<file path="src/rtl/ccm_hdr_pkg.sv">
package ccm_hdr_pkg;
  localparam int BLK_BYTES   = 16;
  localparam int PFX_MAX     = 6;
  localparam int HDR_MAX     = BLK_BYTES + PFX_MAX;
  localparam int ALEN_W      = 32;
  localparam int IDX_W       = $clog2(HDR_MAX);
  localparam int CNT_W       = $clog2(PFX_MAX + 1);
  localparam logic [ALEN_W-1:0] SHORT_LIMIT = 32'h0000_FF00;

  typedef logic [7:0] byte_t;

  typedef enum logic {
    ST_IDLE = 1'b0,
    ST_SEND = 1'b1
  } fmt_state_e;
endpackage

</file>
<file path="src/rtl/ccm_b0_build.sv">
module ccm_b0_build
  import ccm_hdr_pkg::*;
#(
  parameter int NONCE_BYTES = 13,
  parameter int PLEN_W      = 64
) (
  input  logic [4:0]                      tag_len_i,
  input  logic [3:0]                      q_len_i,
  input  logic                            aad_nz_i,
  input  logic [NONCE_BYTES*8-1:0]        nonce_i,
  input  logic [PLEN_W-1:0]               plen_i,
  output logic [BLK_BYTES-1:0][7:0]       b0_o,
  output logic                            ovf_o
);
  localparam int LEN_MAX = 8;

  logic [63:0] plen_ext;
  logic [4:0]  tag_m2;
  logic [3:0]  q_m1;
  logic [6:0]  shamt;

  assign plen_ext = 64'(plen_i);
  assign tag_m2   = tag_len_i - 5'd2;
  assign q_m1     = q_len_i - 4'd1;
  assign shamt    = {q_len_i, 3'b000};

  // payload length must vanish once q octets are shifted away
  assign ovf_o = (plen_ext >> shamt) != 64'd0;

  for (genvar i = 0; i < BLK_BYTES; i++) begin : g_byte
    if (i == 0) begin : g_flags
      assign b0_o[i] = {1'b0, aad_nz_i, tag_m2[3:1], q_m1[2:0]};
    end else begin : g_body
      localparam int FROM_END = BLK_BYTES - 1 - i;
      byte_t len_byte;
      byte_t nonce_byte;
      if (FROM_END < LEN_MAX) begin : g_len
        assign len_byte = plen_ext[8*FROM_END +: 8];
      end else begin : g_nolen
        assign len_byte = 8'h00;
      end
      if (i - 1 < NONCE_BYTES) begin : g_nc
        assign nonce_byte = nonce_i[8*(i-1) +: 8];
      end else begin : g_nonc
        assign nonce_byte = 8'h00;
      end
      assign b0_o[i] = (4'(FROM_END) < q_len_i) ? len_byte : nonce_byte;
    end
  end
endmodule

</file>
<file path="src/rtl/ccm_alen_encode.sv">
module ccm_alen_encode
  import ccm_hdr_pkg::*;
(
  input  logic [ALEN_W-1:0]         alen_i,
  output logic [PFX_MAX-1:0][7:0]   pfx_o,
  output logic [CNT_W-1:0]          pfx_cnt_o
);
  always_comb begin
    pfx_o     = '0;
    pfx_cnt_o = '0;
    if (alen_i == '0) begin
      pfx_cnt_o = '0;
    end else if (alen_i < SHORT_LIMIT) begin
      pfx_cnt_o = CNT_W'(2);
      pfx_o[0]  = alen_i[15:8];
      pfx_o[1]  = alen_i[7:0];
    end else begin
      pfx_cnt_o = CNT_W'(6);
      pfx_o[0]  = 8'hFF;
      pfx_o[1]  = 8'hFE;
      pfx_o[2]  = alen_i[31:24];
      pfx_o[3]  = alen_i[23:16];
      pfx_o[4]  = alen_i[15:8];
      pfx_o[5]  = alen_i[7:0];
    end
  end
endmodule

</file>
<file path="src/rtl/ccm_hdr_stream.sv">
module ccm_hdr_stream
  import ccm_hdr_pkg::*;
(
  input  logic                       clk,
  input  logic                       rst_n,
  input  logic                       start_i,
  input  logic                       ovf_i,
  input  logic [BLK_BYTES-1:0][7:0]  b0_i,
  input  logic [PFX_MAX-1:0][7:0]    pfx_i,
  input  logic [CNT_W-1:0]           pfx_cnt_i,
  input  logic                       ready_i,
  output logic                       valid_o,
  output logic [7:0]                 data_o,
  output logic                       last_o,
  output logic                       err_o,
  output logic                       busy_o
);
  fmt_state_e              st_q, st_d;
  logic [IDX_W-1:0]        idx_q, idx_d;
  logic [IDX_W-1:0]        total_q, total_d;
  logic                    err_q, err_d;
  logic                    load;
  logic [HDR_MAX-1:0][7:0] buf_q;
  logic                    at_end;

  assign at_end = (idx_q == total_q - IDX_W'(1));

  always_comb begin
    st_d    = st_q;
    idx_d   = idx_q;
    total_d = total_q;
    err_d   = 1'b0;
    load    = 1'b0;
    unique case (st_q)
      ST_IDLE: begin
        if (start_i) begin
          if (ovf_i) begin
            err_d = 1'b1;
          end else begin
            load    = 1'b1;
            st_d    = ST_SEND;
            idx_d   = '0;
            total_d = IDX_W'(BLK_BYTES) + IDX_W'(pfx_cnt_i);
          end
        end
      end
      ST_SEND: begin
        if (ready_i) begin
          if (at_end) st_d  = ST_IDLE;
          else        idx_d = idx_q + IDX_W'(1);
        end
      end
      default: st_d = ST_IDLE;
    endcase
  end

  always_ff @(posedge clk or negedge rst_n) begin
    if (!rst_n) begin
      st_q    <= ST_IDLE;
      idx_q   <= '0;
      total_q <= '0;
      err_q   <= 1'b0;
    end else begin
      st_q    <= st_d;
      idx_q   <= idx_d;
      total_q <= total_d;
      err_q   <= err_d;
    end
  end

  // data register: no reset, loaded under an explicit enable
  always_ff @(posedge clk) begin
    if (load) begin
      buf_q <= {pfx_i, b0_i};
    end
  end

  assign valid_o = (st_q == ST_SEND);
  assign busy_o  = (st_q == ST_SEND);
  assign last_o  = valid_o && at_end;
  assign data_o  = buf_q[idx_q];
  assign err_o   = err_q;

  AST_FLAG_ADATA: assert property (@(posedge clk) disable iff (!rst_n)
    (valid_o && idx_q == '0) |-> (data_o[7] == 1'b0 && data_o[6] == (total_q != IDX_W'(BLK_BYTES))));
  AST_ERR_SILENT: assert property (@(posedge clk) disable iff (!rst_n)
    err_o |-> !valid_o);
  AST_ERR_FROM_START: assert property (@(posedge clk) disable iff (!rst_n)
    err_o |-> $past(start_i));
  AST_STALL_HOLD: assert property (@(posedge clk) disable iff (!rst_n)
    (valid_o && !ready_i) |=> (valid_o && $stable(data_o) && $stable(last_o)));
  AST_LAST_ENDS: assert property (@(posedge clk) disable iff (!rst_n)
    (valid_o && ready_i && last_o) |=> !valid_o);
  AST_LAST_VALID: assert property (@(posedge clk) disable iff (!rst_n)
    last_o |-> valid_o);
endmodule

</file>
<file path="src/rtl/ccm_hdr_formatter.sv">
module ccm_hdr_formatter
  import ccm_hdr_pkg::*;
#(
  parameter int NONCE_BYTES = 13,
  parameter int PLEN_W      = 64
) (
  input  logic                      clk,
  input  logic                      rst_n,
  input  logic                      start_i,
  input  logic [4:0]                tag_len_i,
  input  logic [3:0]                q_len_i,
  input  logic [NONCE_BYTES*8-1:0]  nonce_i,
  input  logic [PLEN_W-1:0]         plen_i,
  input  logic [31:0]               alen_i,
  output logic                      out_valid_o,
  input  logic                      out_ready_i,
  output logic [7:0]                out_data_o,
  output logic                      out_last_o,
  output logic                      err_o,
  output logic                      busy_o
);
  logic [BLK_BYTES-1:0][7:0] b0;
  logic [PFX_MAX-1:0][7:0]   pfx;
  logic [CNT_W-1:0]          pfx_cnt;
  logic                      ovf;
  logic                      aad_nz;

  assign aad_nz = (alen_i != '0);

  ccm_b0_build #(
    .NONCE_BYTES(NONCE_BYTES),
    .PLEN_W     (PLEN_W)
  ) i_b0 (
    .tag_len_i(tag_len_i),
    .q_len_i  (q_len_i),
    .aad_nz_i (aad_nz),
    .nonce_i  (nonce_i),
    .plen_i   (plen_i),
    .b0_o     (b0),
    .ovf_o    (ovf)
  );

  ccm_alen_encode i_alen (
    .alen_i   (alen_i),
    .pfx_o    (pfx),
    .pfx_cnt_o(pfx_cnt)
  );

  ccm_hdr_stream i_stream (
    .clk      (clk),
    .rst_n    (rst_n),
    .start_i  (start_i),
    .ovf_i    (ovf),
    .b0_i     (b0),
    .pfx_i    (pfx),
    .pfx_cnt_i(pfx_cnt),
    .ready_i  (out_ready_i),
    .valid_o  (out_valid_o),
    .data_o   (out_data_o),
    .last_o   (out_last_o),
    .err_o    (err_o),
    .busy_o   (busy_o)
  );
endmodule

</file>
<file path="config.mk">
export PLATFORM = sky130hd
export DESIGN_NAME = ccm_hdr_formatter
export DESIGN_NICKNAME = d
export VERILOG_FILES = /design/src/rtl/ccm_hdr_pkg.sv /design/src/rtl/ccm_b0_build.sv /design/src/rtl/ccm_alen_encode.sv /design/src/rtl/ccm_hdr_stream.sv /design/src/rtl/ccm_hdr_formatter.sv
export SDC_FILE = /design/constraint.sdc
export NUM_CORES = 1
export LEC_CHECK = 0
export BUFFER_PORTS_ARGS = -buffer_cell sky130_fd_sc_hd__buf_2
export CORE_ASPECT_RATIO = 0.75
export CORE_MARGIN = 2
export CORE_UTILIZATION = 58
export DETAILED_ROUTE_END_ITERATION = 10
export GPL_TIMING_DRIVEN = 0
export PLACE_DENSITY_LB_ADDON = 0.3
export SLEW_MARGIN = 20
export SYNTH_ARGS = -nofsm -noshare
export SYNTH_HDL_FRONTEND = slang
export SYNTH_HIERARCHICAL = 1
export SYNTH_SLANG_ARGS = --single-unit
</file>
<file path="constraint.sdc">
create_clock -name clk -period 17.5 [get_ports clk]
set_input_delay 0.875 -clock clk [delete_from_list [all_inputs] [get_ports clk]]
set_output_delay 0.875 -clock clk [all_outputs]
set_load 0.01 [all_outputs]
</file>
# [Word level (Yosys, flattened, before mapping)]
# Cells that the tools add are included.
[totals] reg_bits=187 in_bits=213 out_inout_bits=12
[op_classes] addsub=5 n_lt_le_gt_ge=17 n_eq_ne=5 shifts=1 n_mux=25 bitwise_logic=3 n_reduce_logical=8
[op_table] cell="$reduce_bool 64->1" count=1
[op_table] cell="$shr 64x7->64" count=1
[op_table] cell="$mux 8" count=7
[op_table] cell="$bmux 8 s5" count=1
[op_table] cell="$logic_not 32->1" count=1
[op_table] cell="$lt 32x16->1 const B" count=1
[op_table] cell="$reduce_bool 32->1" count=1
[op_table] cell="$lt 4x4->1 const A" count=7
[op_table] cell="$mux 5" count=4
[op_table] cell="$lt 3x4->1 const A" count=4
[op_table] cell="$mux 16" count=1
[op_table] cell="$pmux 5 s2" count=1
[op_table] cell="$lt 1x4->1 const A" count=2
[op_table] cell="$lt 2x4->1 const A" count=2
[op_table] cell="$mux 1" count=8
[op_table] cell="$ne 2x2->1 const B" count=4
[op_table] cell="$lt 5x6->1 const B" count=1
[op_table] cell="$mux 3" count=2
[op_table] cell="$add 5x1->5 const B" count=1
[op_table] cell="$add 5x3->5 const A" count=1
[op_table] cell="$eq 5x5->1" count=1
[op_table] cell="$sub 5x1->5 const B" count=1
[op_table] cell="$reduce_and 4->1" count=1
[op_table] cell="$reduce_or 2->1" count=2
[op_table] cell="6 further kinds" count=8

# [Longest topological paths before layout]
[logic_depth] depth_word=5 depth_mapped=10 ltp_nobuf=9

# [Modules after synthesis]
# Netlist, hierarchy kept.
[by_module_without_submodules] mod="ccm_hdr_stream" n_inst=1 cells_per_inst=356 area_each_um2=7522.2 seq_area_each_um2=5560.3
[by_module_without_submodules] mod="ccm_b0_build" n_inst=1 cells_per_inst=191 area_each_um2=1493.9 seq_area_each_um2=0.0
[by_module_without_submodules] mod="ccm_alen_encode" n_inst=1 cells_per_inst=72 area_each_um2=454.2 seq_area_each_um2=0.0
[by_module_without_submodules] mod="ccm_hdr_formatter" n_inst=1 cells_per_inst=11 area_each_um2=75.1 seq_area_each_um2=0.0

# [Least setup slack after synthesis]
# No wires, ideal clock.
[synth_timing] kind="input-to-reg" from="input plen_i[32]" to="register i_stream.idx_q[1]" arrival_time_ns=9.781 slack_ns=7.576 stages=9 n_path_buf=0 path_cell_list="nor4_1 -> nand3_1 -> a21oi_2 -> a221o_2 -> o311ai_1 -> nor3b_2 -> a21oi_1 -> a31oi_1 -> o22ai_1"
[synth_via] elab_chain_cells=4
[synth_rtl] item="start: declaration" line="ccm_hdr_formatter.sv:13" rtl="input logic [PLEN_W-1:0] plen_i,"
[synth_rtl] item="$shr 64x7->64" line="ccm_b0_build.sv:28" rtl="assign ovf_o = (plen_ext >> shamt) != 64'd0;"
[synth_rtl] item="$reduce_bool 64->1" line="ccm_b0_build.sv:28"
[synth_rtl] item="net ovf" line="ccm_hdr_formatter.sv:25" rtl="logic ovf;"
[synth_rtl] item="$ne 2x2->1 (no source line)"
[synth_rtl] item="$reduce_and 4->1 (no source line)"
[synth_rtl] item="end signal: assignment" line="ccm_hdr_stream.sv:65" rtl="idx_q <= idx_d;"
[synth_rtl] item="end: declaration" line="ccm_hdr_stream.sv:19" rtl="logic [IDX_W-1:0] idx_q, idx_d;"
# The timed path passes the listed nets, and every way through them passes these cells.
# A chain may end at the register's enable or synchronous reset.

# [Worst setup path in the final report]
[layout_timing] from="input plen_i[32]" to="register i_stream/buf_q[73] (netlist bit), enable pin"
[layout_via] elab_chain_cells=5
[layout_rtl] item="$shr 64x7->64" line="ccm_b0_build.sv:28"
[layout_rtl] item="$reduce_bool 64->1" line="ccm_b0_build.sv:28"
[layout_rtl] item="net ovf" line="ccm_hdr_formatter.sv:25"
[layout_rtl] item="$mux 1" line="ccm_hdr_stream.sv:37" rtl="if (ovf_i) begin"
[layout_rtl] item="$mux 1" line="ccm_hdr_stream.sv:36" rtl="if (start_i) begin"
[layout_rtl] item="$mux 1" line="ccm_hdr_stream.sv:34" rtl="unique case (st_q)"
[layout_rtl] item="net i_stream.load" line="ccm_hdr_stream.sv:22" rtl="logic load;"
[layout_rtl] item="end signal: assignment" line="ccm_hdr_stream.sv:74" rtl="buf_q <= {pfx_i, b0_i};"
[layout_rtl] item="end: declaration" line="ccm_hdr_stream.sv:23" rtl="logic [HDR_MAX-1:0][7:0] buf_q;"
# The timed path passes the listed nets, and every way through them passes these cells.

==> metrics <==
Final Hold Vio Count=0; Util after Layout=72.9%; most frequent cell after synthesis=edfxtp_1; post-CTS setup buffer count=0; Cells after Synth=630; share of layout cells above drive strength 1=42.0%; vias in the first global route=6728; #FFs+latches synth=187; largest net degree at the start of global routing=19; NetSw=454 uW; full die area=17500 sq um; clock tree from TritonCTS=done; overall power=1.46 mW; WP data arrival=4.08 ns; CP max-delay cell=nor3b_4; RePlAce Congestion=0.958; # rows=40; First-pass DRT Iterations=5; CP Max Fanout=17; Setup Total Neg Slack=0 ns; Leak=4.40 nW; PwrDens=124 nW/um^2; Final Cell Area=11700 sq um; Buffers on Ports=222; Final HPWL DP=19400 um; Setup crit end kind=register; Fmax=0.254 GHz; register area share after synthesis=58.3%; Multi-input gate area=3600 sq um; status=completed; clock network fraction of design power=28.1%; EDFF count, synth=176; part of the power in combinational logic=34.3%; Clock Sinks=187; Initial Util=59.4%; Critical Path Source Type=input pin; fin crit period=3.94 ns; top-area cell type share of the netlist area=55.4%; top post-synthesis cells by area=edfxtp_1 (55%), mux4_1 (8.0%), mux2_2 (5.7%); Synth cell types=57; DRC violations left=0; internal power=1.00 mW; maximum clock path buffer count=2; CTS root buffer=clkbuf_16; htree depth=4; Post-synth ARST share=5.88%; slowest stage delay, CP=0.63 ns; hold_buf cts=0; Post-Syn Nets=849; Synthesis Warnings=6; CP required=17.64 ns; predominant post-synthesis flop cell=edfxtp_1; area delta synth->final=22.7%; Switching Fraction=31.2%; CTS clock-pin slew for the worst setup and hold paths=0.07 ns; Final #Nets=1103; Die Ht=115 um; synthesized area per cell=15.2 sq um; overall die width=152 um; final-report max-slew violation count=0; Detail Route Antenna Nets=0; Post-synth top cells=edfxtp_1 (176), and2_1 (57), mux2_2 (48); antenna violations before repair=1; crit path cell chain=buf_2, nor4_1, nand3_1, a21oi_1, a221o_1, o311ai_2, nor3b_4, buf_6, buf_6, buf_6, buf_8, buf_6; Congestion Overflow GR=0; VDD IR max=0.0857 mV; filler instances=1065; clk_skew=0.00950 ns; synthesized area=9550 sq um; crit share post-route=22.5%; largest area contributor in the netlist=edfxtp_1; Worst-Skew Late Latency=0.44 ns; Slew Limit Headroom=24.0%; Hold Crit Class=input pin to async pin; Reg power frac=37.7%; total core area=16100 sq um; cts bufs inserted=17; GRT Total Usage=30.2%; wire per inst=23.3 um; register area=5560 sq um; CP most frequent cell=buf_6; number of vias per cell=6.06; final setup fails=0; MaxCap Viol Count=0; Top-Level Pins=225; RSZ-0062 raised after global routing=no; routed vias=6719; Least-Margin Pin Slew=1.13 ns; Crit Path Class=input pin to register; initial drt markers=565; Cell Area, Placed=11100 sq um; first-pass GRT wire length=38600 um; post-cts sizing count=0; drt total wl=25800 um
==> layer usage <==
layer  vias up  share of wire, %  GRT usage (%)
met5         -                 0              0
met4         0               2.2           9.28
met2       411                46           47.6
li1       2960                 -              -
met3        47                11           9.91
met1      3301                41           40.7
==> worst paths after layout <==
kind                                      from                   to  slack [ns]  cells after the start
min in group clk           i_stream/total_q[4]  i_stream/total_q[4]        0.51                      1
setup reg to reg               i_stream/busy_o   i_stream/buf_q[73]       14.88                      7
max in group asynchronous                rst_n  i_stream/total_q[1]       16.96                      1
setup / recovery                    plen_i[32]   i_stream/buf_q[73]       13.56                     12
hold / removal                           rst_n  i_stream/total_q[4]        0.32                      1
hold reg to reg            i_stream/total_q[4]  i_stream/total_q[4]        0.51                      1
==> power groups by stage <==
stage          logic (mW)  registers [mW]  clock network, mW
3_5_place_dp        0.487           0.557                  0
2_1_floorplan       0.326           0.558                  0
5_1_grt             0.525           0.551              0.430
3_3_place_gp        0.466           0.565                  0
4_1_cts             0.495           0.548              0.412
6_report            0.499           0.548              0.409
==> cells by family (layout without fill, tap and decap cells) <==
kind of cell	after synthesis	count (layout)	synth area share [%]
AOI/OAI and AO/OA	63	63	4.56
other	2	3	0.0787
muxes	105	105	19.1
xor gates and xnor gates	6	6	0.708
DFF	187	187	58.3
adders and majority gates	6	6	0.786
and+or+nand+nor	190	190	12.4
buffers and inverters	71	338	4.13
==> metrics by stage <==
stage	setup slack, ns	hold slack, ns	cells
after floorplan	7.58	0.451	630
after global placement	4.33	0.466	1062
after detailed placement	13.12	0.495	1075
after CTS	13.56	0.304	1107
after global routing	13.47	0.320	1108
final	13.56	0.316	1108
==> final cells by class <==
type	instances	area share [%]
Buffer	49	2.64
Timing Repair Buffer	235	10.8
Sequential cell	187	47.5
Multi-Input combinational cell	372	30.8
Tap cell	210	2.24
Clock inverter	15	1.69
Clock buffer	17	3.63
Inverter	22	0.726
Antenna cell	1	0.0214
==> flip-flops by register name, indices dropped and copies added (netlist names) <==
register,cells
i_stream/buf_q,176
i_stream/busy_o,1
i_stream/err_o,1
i_stream/idx_q,5
i_stream/total_q,4
==> critical path: cells and delay by family <==
family	cells	cell delay [ns]
buffers and inverters	6	1.14
AND/OR/NAND/NOR	3	1.33
AO/OA/AOI/OAI	3	0.71
==> cells in the final DEF (no fill, tap or decap), types with 9 or more instances in the layout <==
master     count
a21boi_1      12
and2_1        57
buf_2        228
buf_4          9
buf_6         19
clkbuf_1      23
clkbuf_16     17
clkinv_1       9
dfrtp_1       11
edfxtp_1     176
inv_1         13
mux2_2        48
mux2i_1        9
mux4_1        29
mux4_2        19
nand2_1       16
nand2b_1       9
nand3_1       13
nor2_1        10
nor2b_1       25
nor4_1        28
o21ai_0       13
o21ai_1        9
No activity file was read; power rests on OpenSTA's default activity.
